$ cat src/rtl/seg_alloc_pkg.sv
package seg_alloc_pkg;

    typedef enum logic [1:0] {
        PH_IDLE  = 2'd0,
        PH_EVICT = 2'd1,
        PH_GRANT = 2'd2
    } alloc_phase_e;

    // A demand is unusable when it is zero, above the per-register cap,
    // or larger than what the pool still has free.
    function automatic logic demand_bad(input int unsigned need,
                                        input int unsigned cap,
                                        input int unsigned avail);
        return (need == 0) || (need > cap) || (need > avail);
    endfunction

endpackage

$ cat src/rtl/seg_free_picker.sv
module seg_free_picker
    import seg_alloc_pkg::*;
#(
    parameter int NUM_SEGS = 16,
    parameter int MAX_PER  = 4,
    localparam int SEG_W   = $clog2(NUM_SEGS),
    localparam int IDX_W   = (MAX_PER > 1) ? $clog2(MAX_PER) : 1,
    localparam int FREE_W  = $clog2(NUM_SEGS + 1)
) (
    input  logic [NUM_SEGS-1:0]             seg_owned,
    output logic [MAX_PER-1:0][SEG_W-1:0]   pick,
    output logic [FREE_W-1:0]               free_cnt
);

    // Ascending scan: the k-th unowned segment lands in slot k.
    always_comb begin
        int n;
        n    = 0;
        pick = '0;
        for (int i = 0; i < NUM_SEGS; i++) begin
            if (!seg_owned[i]) begin
                if (n < MAX_PER) begin
                    pick[IDX_W'(n)] = SEG_W'(i);
                end
                n++;
            end
        end
        free_cnt = FREE_W'(n);
    end

endmodule

$ cat src/rtl/seg_alloc_ctrl.sv
module seg_alloc_ctrl
    import seg_alloc_pkg::*;
#(
    parameter int NUM_SEGS = 16,
    parameter int NUM_REGS = 8,
    parameter int MAX_PER  = 4,
    localparam int SEG_W   = $clog2(NUM_SEGS),
    localparam int REG_W   = $clog2(NUM_REGS),
    localparam int CNT_W   = $clog2(MAX_PER + 1),
    localparam int IDX_W   = (MAX_PER > 1) ? $clog2(MAX_PER) : 1,
    localparam int FREE_W  = $clog2(NUM_SEGS + 1)
) (
    input  logic                            clk,
    input  logic                            rst,
    input  logic                            wr_valid,
    input  logic [REG_W-1:0]                wr_reg,
    input  logic                            reg_hit,
    input  logic [CNT_W-1:0]                cfg_segs,
    input  logic [FREE_W-1:0]               free_cnt,
    input  logic [MAX_PER-1:0][SEG_W-1:0]   pick,
    input  logic                            evict_ack,
    input  logic                            release_hint,
    output alloc_phase_e                    phase,
    output logic                            wr_ready,
    output logic                            wr_err,
    output logic                            evict_valid,
    output logic [SEG_W-1:0]                evict_seg,
    output logic                            commit,
    output logic [REG_W-1:0]                commit_reg,
    output logic [CNT_W-1:0]                commit_cnt,
    output logic [MAX_PER-1:0][SEG_W-1:0]   commit_list,
    output logic                            clear_all
);

    logic [REG_W-1:0]              pend_reg;
    logic [CNT_W-1:0]              pend_cnt;
    logic [MAX_PER-1:0][SEG_W-1:0] pend_list;
    logic [IDX_W-1:0]              idx;

    logic idle_req;
    logic bad_dem;
    logic start;
    logic last_ack;

    always_comb begin
        idle_req  = (phase == PH_IDLE) && wr_valid && !release_hint;
        bad_dem   = demand_bad(int'(cfg_segs), MAX_PER, int'(free_cnt));
        start     = idle_req && !reg_hit && !bad_dem;
        wr_err    = idle_req && !reg_hit && bad_dem;
        wr_ready  = (idle_req && (reg_hit || bad_dem)) || (phase == PH_GRANT);
        clear_all = (phase == PH_IDLE) && release_hint;
        evict_valid = (phase == PH_EVICT);
        evict_seg   = pend_list[idx];
        last_ack    = evict_ack && ((int'(idx) + 1) == int'(pend_cnt));
        commit      = (phase == PH_GRANT);
        commit_reg  = pend_reg;
        commit_cnt  = pend_cnt;
        commit_list = pend_list;
    end

    always_ff @(posedge clk) begin
        if (rst) begin
            phase     <= PH_IDLE;
            pend_reg  <= '0;
            pend_cnt  <= '0;
            pend_list <= '0;
            idx       <= '0;
        end else begin
            unique case (phase)
                PH_IDLE: begin
                    if (start) begin
                        phase    <= PH_EVICT;
                        pend_reg <= wr_reg;
                        pend_cnt <= cfg_segs;
                        idx      <= '0;
                        for (int k = 0; k < MAX_PER; k++) begin
                            pend_list[k] <= (k < int'(cfg_segs)) ? pick[k] : '0;
                        end
                    end
                end
                PH_EVICT: begin
                    if (last_ack) begin
                        phase <= PH_GRANT;
                    end else if (evict_ack) begin
                        idx <= idx + 1'b1;
                    end
                end
                PH_GRANT: begin
                    phase <= PH_IDLE;
                end
                default: phase <= PH_IDLE;
            endcase
        end
    end

endmodule

$ cat src/rtl/seg_map_store.sv
module seg_map_store
    import seg_alloc_pkg::*;
#(
    parameter int NUM_SEGS = 16,
    parameter int NUM_REGS = 8,
    parameter int MAX_PER  = 4,
    localparam int SEG_W   = $clog2(NUM_SEGS),
    localparam int REG_W   = $clog2(NUM_REGS),
    localparam int CNT_W   = $clog2(MAX_PER + 1)
) (
    input  logic                                        clk,
    input  logic                                        rst,
    input  logic                                        commit,
    input  logic [REG_W-1:0]                            commit_reg,
    input  logic [CNT_W-1:0]                            commit_cnt,
    input  logic [MAX_PER-1:0][SEG_W-1:0]               commit_list,
    input  logic                                        clear_all,
    output logic [NUM_SEGS-1:0]                         seg_owned,
    output logic [NUM_REGS-1:0]                         reg_valid,
    output logic [NUM_REGS-1:0][CNT_W-1:0]              reg_cnt,
    output logic [NUM_REGS-1:0][MAX_PER-1:0][SEG_W-1:0] reg_map
);

    // Owner bits: set per chosen slot on commit, cleared in bulk.
    always_ff @(posedge clk) begin
        if (rst || clear_all) begin
            seg_owned <= '0;
        end else if (commit) begin
            for (int k = 0; k < MAX_PER; k++) begin
                if (k < int'(commit_cnt)) begin
                    seg_owned[commit_list[k]] <= 1'b1;
                end
            end
        end
    end

    // One entry per architectural register.
    for (genvar g = 0; g < NUM_REGS; g++) begin : g_entry
        always_ff @(posedge clk) begin
            if (rst || clear_all) begin
                reg_valid[g] <= 1'b0;
                reg_cnt[g]   <= '0;
                reg_map[g]   <= '0;
            end else if (commit && (commit_reg == REG_W'(g))) begin
                reg_valid[g] <= 1'b1;
                reg_cnt[g]   <= commit_cnt;
                reg_map[g]   <= commit_list;
            end
        end
    end

endmodule

$ cat src/rtl/seg_alloc_top.sv
module seg_alloc_top
    import seg_alloc_pkg::*;
#(
    parameter int NUM_SEGS = 16,
    parameter int NUM_REGS = 8,
    parameter int MAX_PER  = 4,
    localparam int SEG_W   = $clog2(NUM_SEGS),
    localparam int REG_W   = $clog2(NUM_REGS),
    localparam int CNT_W   = $clog2(MAX_PER + 1),
    localparam int FREE_W  = $clog2(NUM_SEGS + 1)
) (
    input  logic                                clk,
    input  logic                                rst,
    input  logic [CNT_W-1:0]                    cfg_segs,
    input  logic                                wr_valid,
    input  logic [REG_W-1:0]                    wr_reg,
    output logic                                wr_ready,
    output logic                                wr_err,
    output logic                                evict_valid,
    output logic [SEG_W-1:0]                    evict_seg,
    input  logic                                evict_ack,
    input  logic                                release_hint,
    output logic [NUM_SEGS-1:0]                 seg_owned,
    output logic [NUM_REGS-1:0]                 reg_valid,
    output logic [NUM_REGS*CNT_W-1:0]           reg_seg_cnt,
    output logic [NUM_REGS*MAX_PER*SEG_W-1:0]   reg_seg_map
);

    logic [MAX_PER-1:0][SEG_W-1:0]               pick;
    logic [FREE_W-1:0]                           free_cnt;
    alloc_phase_e                                phase;
    logic                                        commit;
    logic [REG_W-1:0]                            commit_reg;
    logic [CNT_W-1:0]                            commit_cnt;
    logic [MAX_PER-1:0][SEG_W-1:0]               commit_list;
    logic                                        clear_all;
    logic [NUM_REGS-1:0][CNT_W-1:0]              reg_cnt;
    logic [NUM_REGS-1:0][MAX_PER-1:0][SEG_W-1:0] reg_map;
    logic                                        reg_hit;
    logic                                        busy;

    assign reg_hit     = reg_valid[wr_reg];
    assign busy        = (phase != PH_IDLE);
    assign reg_seg_cnt = reg_cnt;
    assign reg_seg_map = reg_map;

    seg_free_picker #(
        .NUM_SEGS (NUM_SEGS),
        .MAX_PER  (MAX_PER)
    ) u_picker (
        .seg_owned (seg_owned),
        .pick      (pick),
        .free_cnt  (free_cnt)
    );

    seg_alloc_ctrl #(
        .NUM_SEGS (NUM_SEGS),
        .NUM_REGS (NUM_REGS),
        .MAX_PER  (MAX_PER)
    ) u_ctrl (
        .clk          (clk),
        .rst          (rst),
        .wr_valid     (wr_valid),
        .wr_reg       (wr_reg),
        .reg_hit      (reg_hit),
        .cfg_segs     (cfg_segs),
        .free_cnt     (free_cnt),
        .pick         (pick),
        .evict_ack    (evict_ack),
        .release_hint (release_hint),
        .phase        (phase),
        .wr_ready     (wr_ready),
        .wr_err       (wr_err),
        .evict_valid  (evict_valid),
        .evict_seg    (evict_seg),
        .commit       (commit),
        .commit_reg   (commit_reg),
        .commit_cnt   (commit_cnt),
        .commit_list  (commit_list),
        .clear_all    (clear_all)
    );

    seg_map_store #(
        .NUM_SEGS (NUM_SEGS),
        .NUM_REGS (NUM_REGS),
        .MAX_PER  (MAX_PER)
    ) u_store (
        .clk         (clk),
        .rst         (rst),
        .commit      (commit),
        .commit_reg  (commit_reg),
        .commit_cnt  (commit_cnt),
        .commit_list (commit_list),
        .clear_all   (clear_all),
        .seg_owned   (seg_owned),
        .reg_valid   (reg_valid),
        .reg_cnt     (reg_cnt),
        .reg_map     (reg_map)
    );

endmodule

$ cat config.mk
export PLATFORM = sky130hd
export DESIGN_NAME = seg_alloc_top
export DESIGN_NICKNAME = d
export VERILOG_FILES = /design/src/rtl/seg_alloc_pkg.sv /design/src/rtl/seg_free_picker.sv /design/src/rtl/seg_alloc_ctrl.sv /design/src/rtl/seg_map_store.sv /design/src/rtl/seg_alloc_top.sv
export SDC_FILE = /design/constraint.sdc
export NUM_CORES = 1
export LEC_CHECK = 0
export ABC_AREA = 1
export BUFFER_PORTS_ARGS = -buffer_cell sky130_fd_sc_hd__buf_4
export CORE_ASPECT_RATIO = 1.4
export CORE_MARGIN = 2
export CORE_UTILIZATION = 55
export CTS_BUF_LIST = sky130_fd_sc_hd__clkbuf_2
export DETAILED_ROUTE_END_ITERATION = 12
export PLACE_DENSITY_LB_ADDON = 0.08
export SYNTH_ARGS = -nofsm -noshare
export SYNTH_HDL_FRONTEND = slang
export SYNTH_SLANG_ARGS = --single-unit
export TNS_END_PERCENT = 5
$ cat constraint.sdc
create_clock -name clk -period 18.35 [get_ports clk]
set_input_delay 0.9175 -clock clk [delete_from_list [all_inputs] [get_ports clk]]
set_output_delay 0.9175 -clock clk [all_outputs]
set_load 0.01 [all_outputs]
==> impl_results.md, run 1 <==
- Share of cells above drive strength 1: 0.213
- Endpoints failing setup: 0
- Switching power total: 195 uW
- Pin count of the biggest net entering global routing: 100
- Number of global-route vias before repair: 10.7k
- WP data required: 17.43 ns
- Tightest Pin Transition: 1.14 ns
- Antenna viol nets, final: 0
- CP arrival: 10.46 ns
- LEAKAGE: 0.00626 uW
- Slew margin rel.: 0.238
- Drt via density: 5.53
- Max reg flops: 128
- Area of the core: 19700 um2
- Top reg by flops: u_store.reg_map
- Router iterations before antenna repair: 6
- Final hold viol count: 0
- Pwr dens: 58.2 nW/um2
- #FFs+latches synth: 202
- Max-cap check violation count: 0
- Final estimated routing congestion in global placement: 0.943
- Root Buffer: clkbuf_2
- Final Util: 0.660
- Clock share of power: 0.381
- Cells after Synth: 1558
- Post-Syn Area: 11000 um2
- Number of I/O port buffers: 193
- Comb power frac: 0.036
- Total Routing Usage GR: 0.319
- Post-synthesis sequential area ratio: 0.369
- Reg clk slew, reported paths: 0.12 ns
- Worst setup EP type: primary output
- Crit path launch type: register
- Fin Setup TNS: 0 ns
- Minimum clock period: 11.38 ns
- H-tree levels: 2
- Final wirelength: 34300 um
- Seq pwr share: 0.583
- Die W: 123 um
- Commonest non-fill, non-tap cell in the layout: nand2_1
- Critical Path Fanout Max: 6
- Syn nets: 1629
- Internal power: 561 uW
- Crit share post-route: 0.620
- CP dominant cell by count: nand2_1
- Smallest hold slack: 0.479 ns
- Setup Crit Path Kind: register to primary output
- Initial Util: 0.556
- Synthesis-to-finish area growth: 18.5%
- Worst setup margin: 6.97 ns
- Initial DRC Count: 629
- Nets: 1818
- DRC viols: 0
- Rows: 61
- DR WL/cell: 16.9 um
- Die Height: 171 um
- Post-cts resize count: 0
- Initial antenna violation count: 1
- Status: finished clean
- Clock latency on the worst-skew pair: 0.76 ns
- Ys async rst share: 0
- Fmax: 0.0879 GHz
- Total grt overflow: 0
- Die area: 21100 um2
- DP Worst Slack: 7.73 ns
- I/O Pins: 194
- Clock tree buffer depth: 3
- Global-route wire length before repair: 53600 um
- Total vias in the final route: 11.2k
- CTS Hold Bufs: 0
- Power, Total: 756 uW
- Pins Over Slew Limit: 0
- Post-CTS Setup Bufs: 0
- Number of flops mapped to enable cells by yosys: 0
- Hpwl dp: 25200 um
- Switching fraction of total power: 0.258
- Most used DFF post-synth: dfxtp_1
- Syn. warnings: 0
- CTS tree: built
- Hold WC Path Type: input port to register
- Worst VDD drop: 0.0000476 V
- Cell variety after synth: 45
- Clock sinks: 202
- RSZ-0062 raised after global routing: no
- Most frequent cells in the layout: 285 x nand2_1, 208 x a21oi_1, 202 x buf_4, 202 x dfxtp_1, 175 x o21ai_0
- Layout Skew: 0.0557 ns
- Num CTS Buffers: 44
- Largest registers: u_store.reg_map x128, u_store.reg_cnt x24
- Slowest stage delay, CP: 0.41 ns
- Slowest-stage cell, CP: dfxtp_1
- Synth Area per Inst: 7.03 um2
==> cell families after synthesis <==
family                   count (synthesis)  synth area share
adder cells (fa/ha/maj)                 60            0.0685
XOR/XNOR                                 2           0.00160
buffers and inverters                  218            0.0763
flip-flops                             202             0.369
AO/OA/AOI/OAI                          432             0.208
AND/OR/NAND/NOR                        644             0.276
==> layout make-up <==
| class | instances | area [um2] |
|---|---|---|
| fillers | 1814 | 6700 |
| multi-input cells | 1138 | 6110 |
| flip-flops and latches | 202 | 4040 |
| repair buffers | 202 | 1520 |
| inverters | 159 | 597 |
| well taps | 252 | 315 |
| clock buffers | 58 | 290 |
| clock inverters | 14 | 113 |
| diodes | 1 | 2.50 |
==> through the flow <==
step | std cells | cell area [um2]
after global placement | 1953 | 12600
after CTS | 2025 | 13000
after global routing | 2026 | 13000
after detailed placement | 1953 | 12600
after floorplan | 1558 | 11000
final | 2026 | 13000
==> per-layer routing <==
| metal | routed length [um] | vias to the layer above | part of all wire | GRT usage |
|---|---|---|---|---|
| li1 | - | 5574 | - | - |
| met1 | 12800 | 5152 | 0.37 | 0.341 |
| met2 | 17600 | 361 | 0.51 | 0.572 |
| met3 | 2110 | 113 | 0.061 | 0.0757 |
| met4 | 1750 | 0 | 0.051 | 0.169 |
| met5 | 0 | - | 0 | 0 |
==> synth_stat cells, types with 3 or more instances <==
cell type | n | area (um2)
clkinv_1 | 18 | 67.6
inv_1 | 131 | 492
nand3_4 | 5 | 87.6
nor3_1 | 16 | 80.1
a21oi_2 | 4 | 35.0
a221o_1 | 4 | 40.0
dfxtp_1 | 202 | 4040
nor2_1 | 133 | 499
nand2_4 | 10 | 113
nand2_2 | 40 | 250
o2111ai_1 | 3 | 26.3
nand3b_1 | 7 | 52.6
o22ai_1 | 13 | 81.3
nand3_1 | 99 | 495
a31oi_1 | 5 | 31.3
inv_2 | 10 | 37.5
o21ai_0 | 175 | 876
a21oi_1 | 209 | 1050
ha_1 | 60 | 751
or2_2 | 7 | 43.8
nand3_2 | 17 | 170
nor2_2 | 5 | 31.3
clkbuf_1 | 53 | 199
o21ai_1 | 6 | 30.0
nand4_1 | 14 | 87.6
nand2_1 | 285 | 1070
o21a_1 | 3 | 22.5
==> critical path, delay by kind of cell (launching register included) <==
family	cells	cell delay, ns
DFF	1	0.41
buffers and inverters	8	0.73
AOI/OAI and AO/OA	6	1.16
and+or+nand+nor	31	2.99
adders and majority gates	15	4.42
==> power groups by stage <==
stage	clock (uW)	sequential, uW	combinational (uW)
floorplan	0	450	19.0
global placement	0	451	27.1
detailed placement	0	450	27.1
CTS	293	441	27.2
global route	314	441	30.1
finish	288	441	27.3
==> path summary, 6_finish.rpt <==
kind / slack (ns) / to / from / cells after the start
worst min-delay path: 0.48 / u_ctrl.commit_cnt[1]$_SDFFE_PP0P_ / cfg_segs[1] / 3
worst min register to register: 0.48 / u_ctrl.commit_reg[2]$_SDFFE_PP0P_ / u_ctrl.commit_reg[2]$_SDFFE_PP0P_ / 2
worst max-delay path: 6.97 / wr_ready / u_store.seg_owned[0]$_SDFFE_PP0P_ / 60
worst max register to register: 7.98 / u_ctrl.commit_list[11]$_SDFFE_PP0P_ / u_store.seg_owned[0]$_SDFFE_PP0P_ / 60
Note: power is estimated with default switching activity, not from simulation.
==> run 2: changes to the inputs <==
--- a/config.mk
+++ b/config.mk
@@ -9,7 +9,7 @@
 export BUFFER_PORTS_ARGS = -buffer_cell sky130_fd_sc_hd__buf_4
 export CORE_ASPECT_RATIO = 1.4
 export CORE_MARGIN = 2
-export CORE_UTILIZATION = 55
+export CORE_UTILIZATION = 53
 export CTS_BUF_LIST = sky130_fd_sc_hd__clkbuf_2
 export DETAILED_ROUTE_END_ITERATION = 12
 export PLACE_DENSITY_LB_ADDON = 0.08
==> constraint.sdc (replaced) <==
create_clock -name clk -period 9.5 [get_ports clk]
set_input_delay 0.475 -clock clk [delete_from_list [all_inputs] [get_ports clk]]
set_output_delay 0.475 -clock clk [all_outputs]
set_load 0.01 [all_outputs]
==> run 2 against run 1 <==
Against the previous run:
- worst hold slack worse by 0.43 ns
- via count rose by 1.0%
- utilization is 0.057 points higher
- global-route usage decreased by 1.4 points
- critical path depth is the same
- critical endpoint unchanged
- clock power up 91%
==> impl_results.md, run 2 (synthesis results as in run 1) <==
- Tightest Pin Transition: 1.27 ns (+0.133 ns)
- Drt via density: 5.50 (-0.54%)
- DRC viols: 0 (unchanged)
- Rows: 62 (+1.6%)
- Fmax: 0.110 GHz
- Total Routing Usage GR: 0.306 (-0.0138)
- Crit path launch type: register
- # fillers: 1889 (+4.1%)
- Switching fraction of total power: 0.258 (-0.000596)
- Slowest stage delay, CP: 0.39 ns (-0.02 ns)
- Clock tree buffer depth: 3 (unchanged)
- Global-route wire length before repair: 55200 um (+3.2%)
- Switching power total: 375 uW (+92%)
- Slowest-stage cell, CP: dfxtp_4
- Clock latency on the worst-skew pair: 0.75 ns (about the same)
- Initial DRC Count: 662 (+5.2%)
- Final hold viol count: 0 (unchanged)
- Router iterations before antenna repair: 7 (+1)
- CP arrival: 8.60 ns (-1.86 ns)
- Most frequent cells in the layout: 267 x nand2_1, 229 x buf_4, 208 x a21oi_1, 199 x dfxtp_1, 173 x o21ai_0
- Critical Path Fanout Max: 4 (-2)
- H-tree levels: 2 (unchanged)
- Top reg by flops: u_store.reg_map
- Slew margin rel.: 0.150 (-0.0889)
- Largest registers: u_store.reg_map x128, u_store.reg_cnt x24
- Commonest non-fill, non-tap cell in the layout: nand2_1
- LEAKAGE: 0.00642 uW (+2.6%)
- Clock share of power: 0.378 (-0.003)
- Endpoints failing setup: 0 (unchanged)
- Area of the core: 20400 um2 (+3.6%)
- CTS tree: built
- Hold WC Path Type: input port to register
- Initial antenna violation count: 1 (unchanged)
- Final estimated routing congestion in global placement: 0.973 (+3.1%)
- I/O Pins: 194 (unchanged)
- Num CTS Buffers: 44 (unchanged)
- Worst VDD drop: 0.0000933 V (+96%)
- Final wirelength: 34400 um (+0.31%)
- Total grt overflow: 0 (unchanged)
- Root Buffer: clkbuf_2
- Final Util: 0.660 (about the same)
- Clock sinks: 202 (unchanged)
- Number of I/O port buffers: 193 (unchanged)
- Layout Skew: 0.0365 ns (-0.0191 ns)
- Total vias in the final route: 11.3k (+1.0%)
- Reg clk slew, reported paths: 0.12 ns (about the same)
- Max-cap check violation count: 0 (unchanged)
- Max reg flops: 128 (unchanged)
- Setup Crit Path Kind: register to primary output
- Die Height: 174 um (+1.8%)
- Minimum clock period: 9.07 ns
- Comb power frac: 0.038 (+0.002)
- Critical path endpoint: wr_ready
- Initial Util: 0.537 (-0.0194)
- Pins Over Slew Limit: 0 (unchanged)
- FF-to-FF End: u_ctrl.commit_list[9]$_SDFFE_PP0P_
- Worst setup EP type: primary output
- Crit path from: u_store.seg_owned[0]$_SDFFE_PP0P_
- Hpwl dp: 24800 um (-1.9%)
- Antenna viol nets, final: 0 (unchanged)
- Share of cells above drive strength 1: 0.249 (+0.0356)
- R2r setup slk: 0.94 ns (-7.04 ns)
- Number of global-route vias before repair: 11.0k (+2.7%)
- R2R depth: 60 (unchanged)
- Smallest hold slack: 0.0474 ns (-0.432 ns)
- Internal power: 1080 uW (+93%)
- Seq pwr share: 0.584 (about the same)
- Crit share post-route: 0.955
- Pin count of the biggest net entering global routing: 113 (+13%)
- Finished Layout Cells: 2058 (+1.6%)
- Multi-input logic area: 6360 um2 (+4.1%)
- Cells after DPL: 1960 (+0.36%)
- CP dominant cell by count: nand2_2
- Die area: 21900 um2 (+3.7%)
- Register Area: 4050 um2 (+0.15%)
- Die W: 126 um (+1.8%)
- Status: finished clean
- WP data required: 9.03 ns (-8.40 ns)
- Nets: 1847 (+1.6%)
- Pwr dens: 108 nW/um2 (+86%)
- DR WL/cell: 16.7 um (-1.3%)
- RR Startpoint: u_store.seg_owned[0]$_SDFFE_PP0P_
- Fin Setup TNS: 0 ns (unchanged)
- Synthesis-to-finish area growth: 22.9%
run 2: changes by cell type in the layout (fill, tap and decap cells not counted), moves of 3 or more:
cell,change
inv_2,+4
buf_4,+27
dfxtp_1,-3
ha_1,-12
nand2_2,+17
ha_4,+12
inv_1,-7
nand2_1,-18
run 2: worst min-delay path by stage:
stage,to,cells past startpoint,startpoint
global route,u_ctrl.commit_list[6]$_SDFFE_PP0P_,2,rst
detailed placement,u_store.reg_valid[1]$_SDFFE_PP0P_,2,u_store.reg_valid[1]$_SDFFE_PP0P_
floorplan,u_ctrl.commit_reg[2]$_SDFFE_PP0P_,2,u_ctrl.commit_reg[2]$_SDFFE_PP0P_
CTS,u_ctrl.commit_cnt[0]$_SDFFE_PP0P_,3,cfg_segs[0]
global placement,u_ctrl.commit_reg[2]$_SDFFE_PP0P_,2,u_ctrl.commit_reg[2]$_SDFFE_PP0P_
finish,u_ctrl.commit_cnt[0]$_SDFFE_PP0P_,3,cfg_segs[0]
run 2: cell type report:
| type | instances | share of cell area |
|---|---|---|
| clock inverters | 13 | 0.00771 |
| diodes | 1 | 0.000186 |
| multi-input cells | 1138 | 0.472 |
| flip-flops and latches | 202 | 0.301 |
| inverters | 159 | 0.0447 |
| well taps | 256 | 0.0238 |
| clock buffers | 58 | 0.0216 |
| repair buffers | 231 | 0.129 |
run 2: critical path, delay by kind of cell (launching register included):
| kind | cells | cell delay, ns |
|---|---|---|
| adder cells (fa/ha/maj) | 15 | 3.63 |
| AND/OR/NAND/NOR | 31 | 2.63 |
| AO/OA/AOI/OAI | 6 | 0.71 |
| buffers and inverters | 8 | 0.51 |
| flip-flops | 1 | 0.39 |
run 2: timing repair:
action | 4_1_cts | 5_1_grt
pin swaps | 11 | 22
resized for setup | 31 | 27
endpoints found under the setup margin | 27 | 12
hold endpoints to repair | 1 | 0
setup buffers | 15 | 11
hold buffers | 1 | 0
run 2: metal layers:
layer	vias up	track usage	wire (um)
met5	-	0	0
met4	0	0.136	1380
met3	90	0.0760	2230
met2	341	0.554	17700
met1	5244	0.334	13100
li1	5640	-	-
run 2: power groups by stage:
| stage | combinational, uW | sequential (uW) | clock, uW |
|---|---|---|---|
| floorplan | 36.6 | 869 | 0 |
| CTS | 54.1 | 851 | 561 |
| global route | 60.9 | 851 | 599 |
| finish | 55.4 | 851 | 551 |
| global placement | 52.4 | 870 | 0 |
| detailed placement | 52.7 | 870 | 0 |
run 2: per-stage QoR:
step                      total power, uW  area [um2]  worst slack, ns
after floorplan                       906       11000            0.234
after global placement                923       12600           -0.183
after detailed placement              923       12600           -0.445
after CTS                            1470       13300           0.0328
after global routing                 1510       13500          -0.0188
final                                1460       13500            0.429
==> run 3: changes to the inputs <==
--- a/config.mk
+++ b/config.mk
@@ -5,11 +5,10 @@
 export SDC_FILE = /design/constraint.sdc
 export NUM_CORES = 1
 export LEC_CHECK = 0
-export ABC_AREA = 1
 export BUFFER_PORTS_ARGS = -buffer_cell sky130_fd_sc_hd__buf_4
 export CORE_ASPECT_RATIO = 1.4
 export CORE_MARGIN = 2
-export CORE_UTILIZATION = 53
+export CORE_UTILIZATION = 54
 export CTS_BUF_LIST = sky130_fd_sc_hd__clkbuf_2
 export DETAILED_ROUTE_END_ITERATION = 12
 export PLACE_DENSITY_LB_ADDON = 0.08
==> run 3 against run 2 <==
Against the previous run:
- utilization rose by 3.6 points
- the flow now finishes with violations (negative setup slack)
- critical endpoint is now u_ctrl.commit_list[12]$_SDFFE_PP0P_
- synthesized area rose by 11%
- die area rose by 8.4%
- register-to-register slack got worse by 1.8 ns
- first-iteration DRC count rose by 11%
- global-route usage rose by 2.3 points
- largest cell class unchanged
- final area rose by 13%
- sequential power rose by 3.2%
==> impl_results.md, run 3 <==
- #FFs+latches synth: 202 (unchanged)
- Pins Over Slew Limit: 0 (unchanged)
- CP arrival: 10.95 ns (+2.35 ns)
- Fmax: 0.0969 GHz (-12%)
- Post-Syn Area: 12100 um2 (+11%)
- Top reg by flops: u_store.reg_map
- Max-cap check violation count: 0 (unchanged)
- Finished Layout Cells: 2141 (+4.0%)
- Num CTS Buffers: 44 (unchanged)
- WP data required: 10.12 ns (+1.09 ns)
- Die W: 131 um (+4.1%)
- Slowest-stage cell, CP: dfxtp_4
- Minimum clock period: 10.33 ns (+1.25 ns)
- Clock latency on the worst-skew pair: 0.73 ns (-0.02 ns)
- Final hold viol count: 0 (unchanged)
- Worst path bufs/invs: 50 (+42)
- DRC viols: 0 (unchanged)
- Hpwl dp: 27900 um (+12%)
- Reg clk slew, reported paths: 0.11 ns (about the same)
- RSZ-0062 raised after global routing: yes
- Syn nets: 1638 (+0.55%)
- R2R depth: 73 (+22%)
- Total grt overflow: 0 (unchanged)
- Initial antenna violation count: 1 (unchanged)
- RR Startpoint: u_store.seg_owned[0]$_SDFFE_PP0P_
- Cells after DPL: 1996 (+1.8%)
- Status: complete, but fails checks
- Root Buffer: clkbuf_2
- LEAKAGE: 0.00610 uW (-5.0%)
- Most frequent cells in the layout: 382 x nand2_1, 308 x buf_4, 200 x dfxtp_1, 199 x a21oi_1, 104 x nor2_1
- I/O Pins: 194 (unchanged)
- Nets: 1887 (+2.2%)
- CTS tree: built
- Most used DFF post-synth: dfxtp_1
- Crit path from: u_store.seg_owned[0]$_SDFFE_PP0P_
- Failing checks: negative setup slack
- Hold path start: wr_reg[1]
- Clock tree buffer depth: 3 (unchanged)
- Router iterations before antenna repair: 5 (-2)
- Slew margin rel.: 0.336 (+0.186)
- Max reg flops: 128 (unchanged)
- Number of I/O port buffers: 193 (unchanged)
- Slowest stage delay, CP: 0.40 ns (about the same)
- Commonest non-fill, non-tap cell in the layout: nand2_1
- Worst path depth: 73 (+22%)
- Ys async rst share: 0 (unchanged)
- DR WL/cell: 18.9 um (+13%)
- Top-count cell post-synth: nand2_1
- Hold WC Path Type: input port to register
- Final wirelength: 40400 um (+17%)
- Global-route wire length before repair: 61700 um (+12%)
- Crit share post-route: 1.09 (+0.132)
- Placed inst area: 14200 um2 (+13%)
- Layout Skew: 0.0350 ns (-0.00155 ns)
- Synthesis-to-finish area growth: 25.9%
- Pin count of the biggest net entering global routing: 96 (-15%)
- Synth Area per Inst: 7.74 um2 (+10%)
- Die Height: 181 um (+4.1%)
- Ranking of synthesized cells by area: dfxtp_1 33%, nand2_1 12%, a21oi_1 8.4%
- Clock sinks: 202 (unchanged)
- Pwr dens: 101 nW/um2 (-7.0%)
- Endpoints failing setup: 17 (+17)
- Setup Crit Path Kind: register to register
- Tightest Pin Transition: 0.995 ns (-0.279 ns)
- Rows: 64 (+3.2%)
- Share of cells above drive strength 1: 0.279 (+0.0307)
- Initial DRC Count: 735 (+11%)
- Final estimated routing congestion in global placement: 0.906 (-6.8%)
- Worst VDD drop: 0.0000667 V (-29%)
- Cells on Worst Hold Path: 3 (unchanged)
- Antenna viol nets, final: 0 (unchanged)
- Worst setup EP type: register
- Post-synth top cells: 385 x nand2_1, 204 x a21oi_1, 202 x dfxtp_1, 111 x nor2_1, 87 x clkbuf_1
- Die area: 23700 um2 (+8.4%)
- Total Routing Usage GR: 0.329 (+0.0232)
- Cells after Synth: 1567 (+0.58%)
- Final Util: 0.696 (+0.0358)
- Crit path launch type: register
- Worst setup margin: -0.825 ns (-1.25 ns)
- Number of global-route vias before repair: 12.2k (+11%)
- Number of flops mapped to enable cells by yosys: 0 (unchanged)
- Smallest hold slack: 0.0480 ns (+0.000546 ns)
- Cell variety after synth: 98 (+120%)
- Top cell type's share of synthesized area: 0.333 (-0.0357)
- R2r setup slk: -0.83 ns (-1.77 ns)
- CP top delay family: buffers and inverters
- H-tree levels: 2 (unchanged)
- Drt via density: 5.83 (+6.1%)
- Post-synthesis sequential area ratio: 0.333 (-0.0357)
- Leading area contributor after synthesis: dfxtp_1
- Syn. warnings: 0 (unchanged)
- Total vias in the final route: 12.5k (+10%)
- Initial Util: 0.553 (+0.0159)
- CP dominant cell by count: buf_4
- Largest registers: u_store.reg_map x128, u_store.reg_cnt x24
- Area of the core: 21900 um2 (+7.5%)
- Critical Path Fanout Max: 4 (unchanged)
- Final std cell area, no fill: 15300 um2 (+13%)
==> run 3: changes by cell type after synthesis, moves of 18 or more <==
cell      change
nor2b_1      +25
xnor2_1      +28
inv_1        -89
clkbuf_1     +34
o21ai_0     -139
nand2b_1     +21
nor2_1       -22
nand2_2      -40
nand2_1     +100
nand3_1      -72
clkinv_1     -18
==> run 3: where the power goes <==
group | total [uW] | internal, uW | switching, uW
Clock | 530 | 210 | 320
Combinational | 128 | 49.4 | 79.0
Sequential | 878 | 851 | 27.2
Total | 1540 | 1110 | 427
==> run 3: metal layers <==
layer	vias to the layer above	global-route usage	wire length (um)
met5	-	0	0
met4	0	0.183	2350
met3	168	0.0444	2440
met2	537	0.608	20900
met1	5866	0.350	14800
li1	5916	-	-
==> run 3: path summary, 6_finish.rpt <==
| check | endpoint |
|---|---|
| setup / recovery | u_ctrl.commit_list[12]$_SDFFE_PP0P_ |
| hold / removal | u_ctrl.commit_reg[1]$_SDFFE_PP0P_ |
| setup reg to reg | u_ctrl.commit_list[12]$_SDFFE_PP0P_ |
| hold reg to reg | u_store.reg_map[80]$_SDFFE_PP0P_ |
==> run 3: tightest hold or removal path: stages <==
cell and delay [ns]:
buf_4 0.11, mux2i_1 0.06, nor2_1 0.07
==> run 3: final cells by class <==
class,count,area (um2)
multi-input combinational,1212,7930
fill,1926,6670
sequential,202,4050
timing repair buffer,310,2340
tap,297,372
clock buffer,67,335
inverter,46,190
clock inverter,6,50.0
antenna,1,2.50
==> run 3: timing repair <==
action	in CTS	in global routing
pin swaps	26	11
setup endpoints to repair	24	27
resized for setup	18	24
hold endpoints to repair	1	0
hold buffers	1	0
setup buffers	68	2
==> run 3: logic make-up after synthesis <==
logic type / synth area share
AO/OA/AOI/OAI: 0.210
XOR/XNOR: 0.0588
adder cells (fa/ha/maj): 0.0619
buffers and inverters: 0.0512
flip-flops: 0.333
multiplexers: 0.0278
AND/OR/NAND/NOR: 0.257
==> run 3: metrics by stage <==
stage / setup slack (ns) / TNS (ns) / power (uW)
CTS: -0.361 / -0.759 / 1540
global placement: 0.0268 / 0 / 1010
finish: -0.825 / -7.70 / 1540
floorplan: -0.585 / -12.94 / 974
global route: -1.01 / -15.70 / 1600
detailed placement: -0.153 / -2.00 / 1020
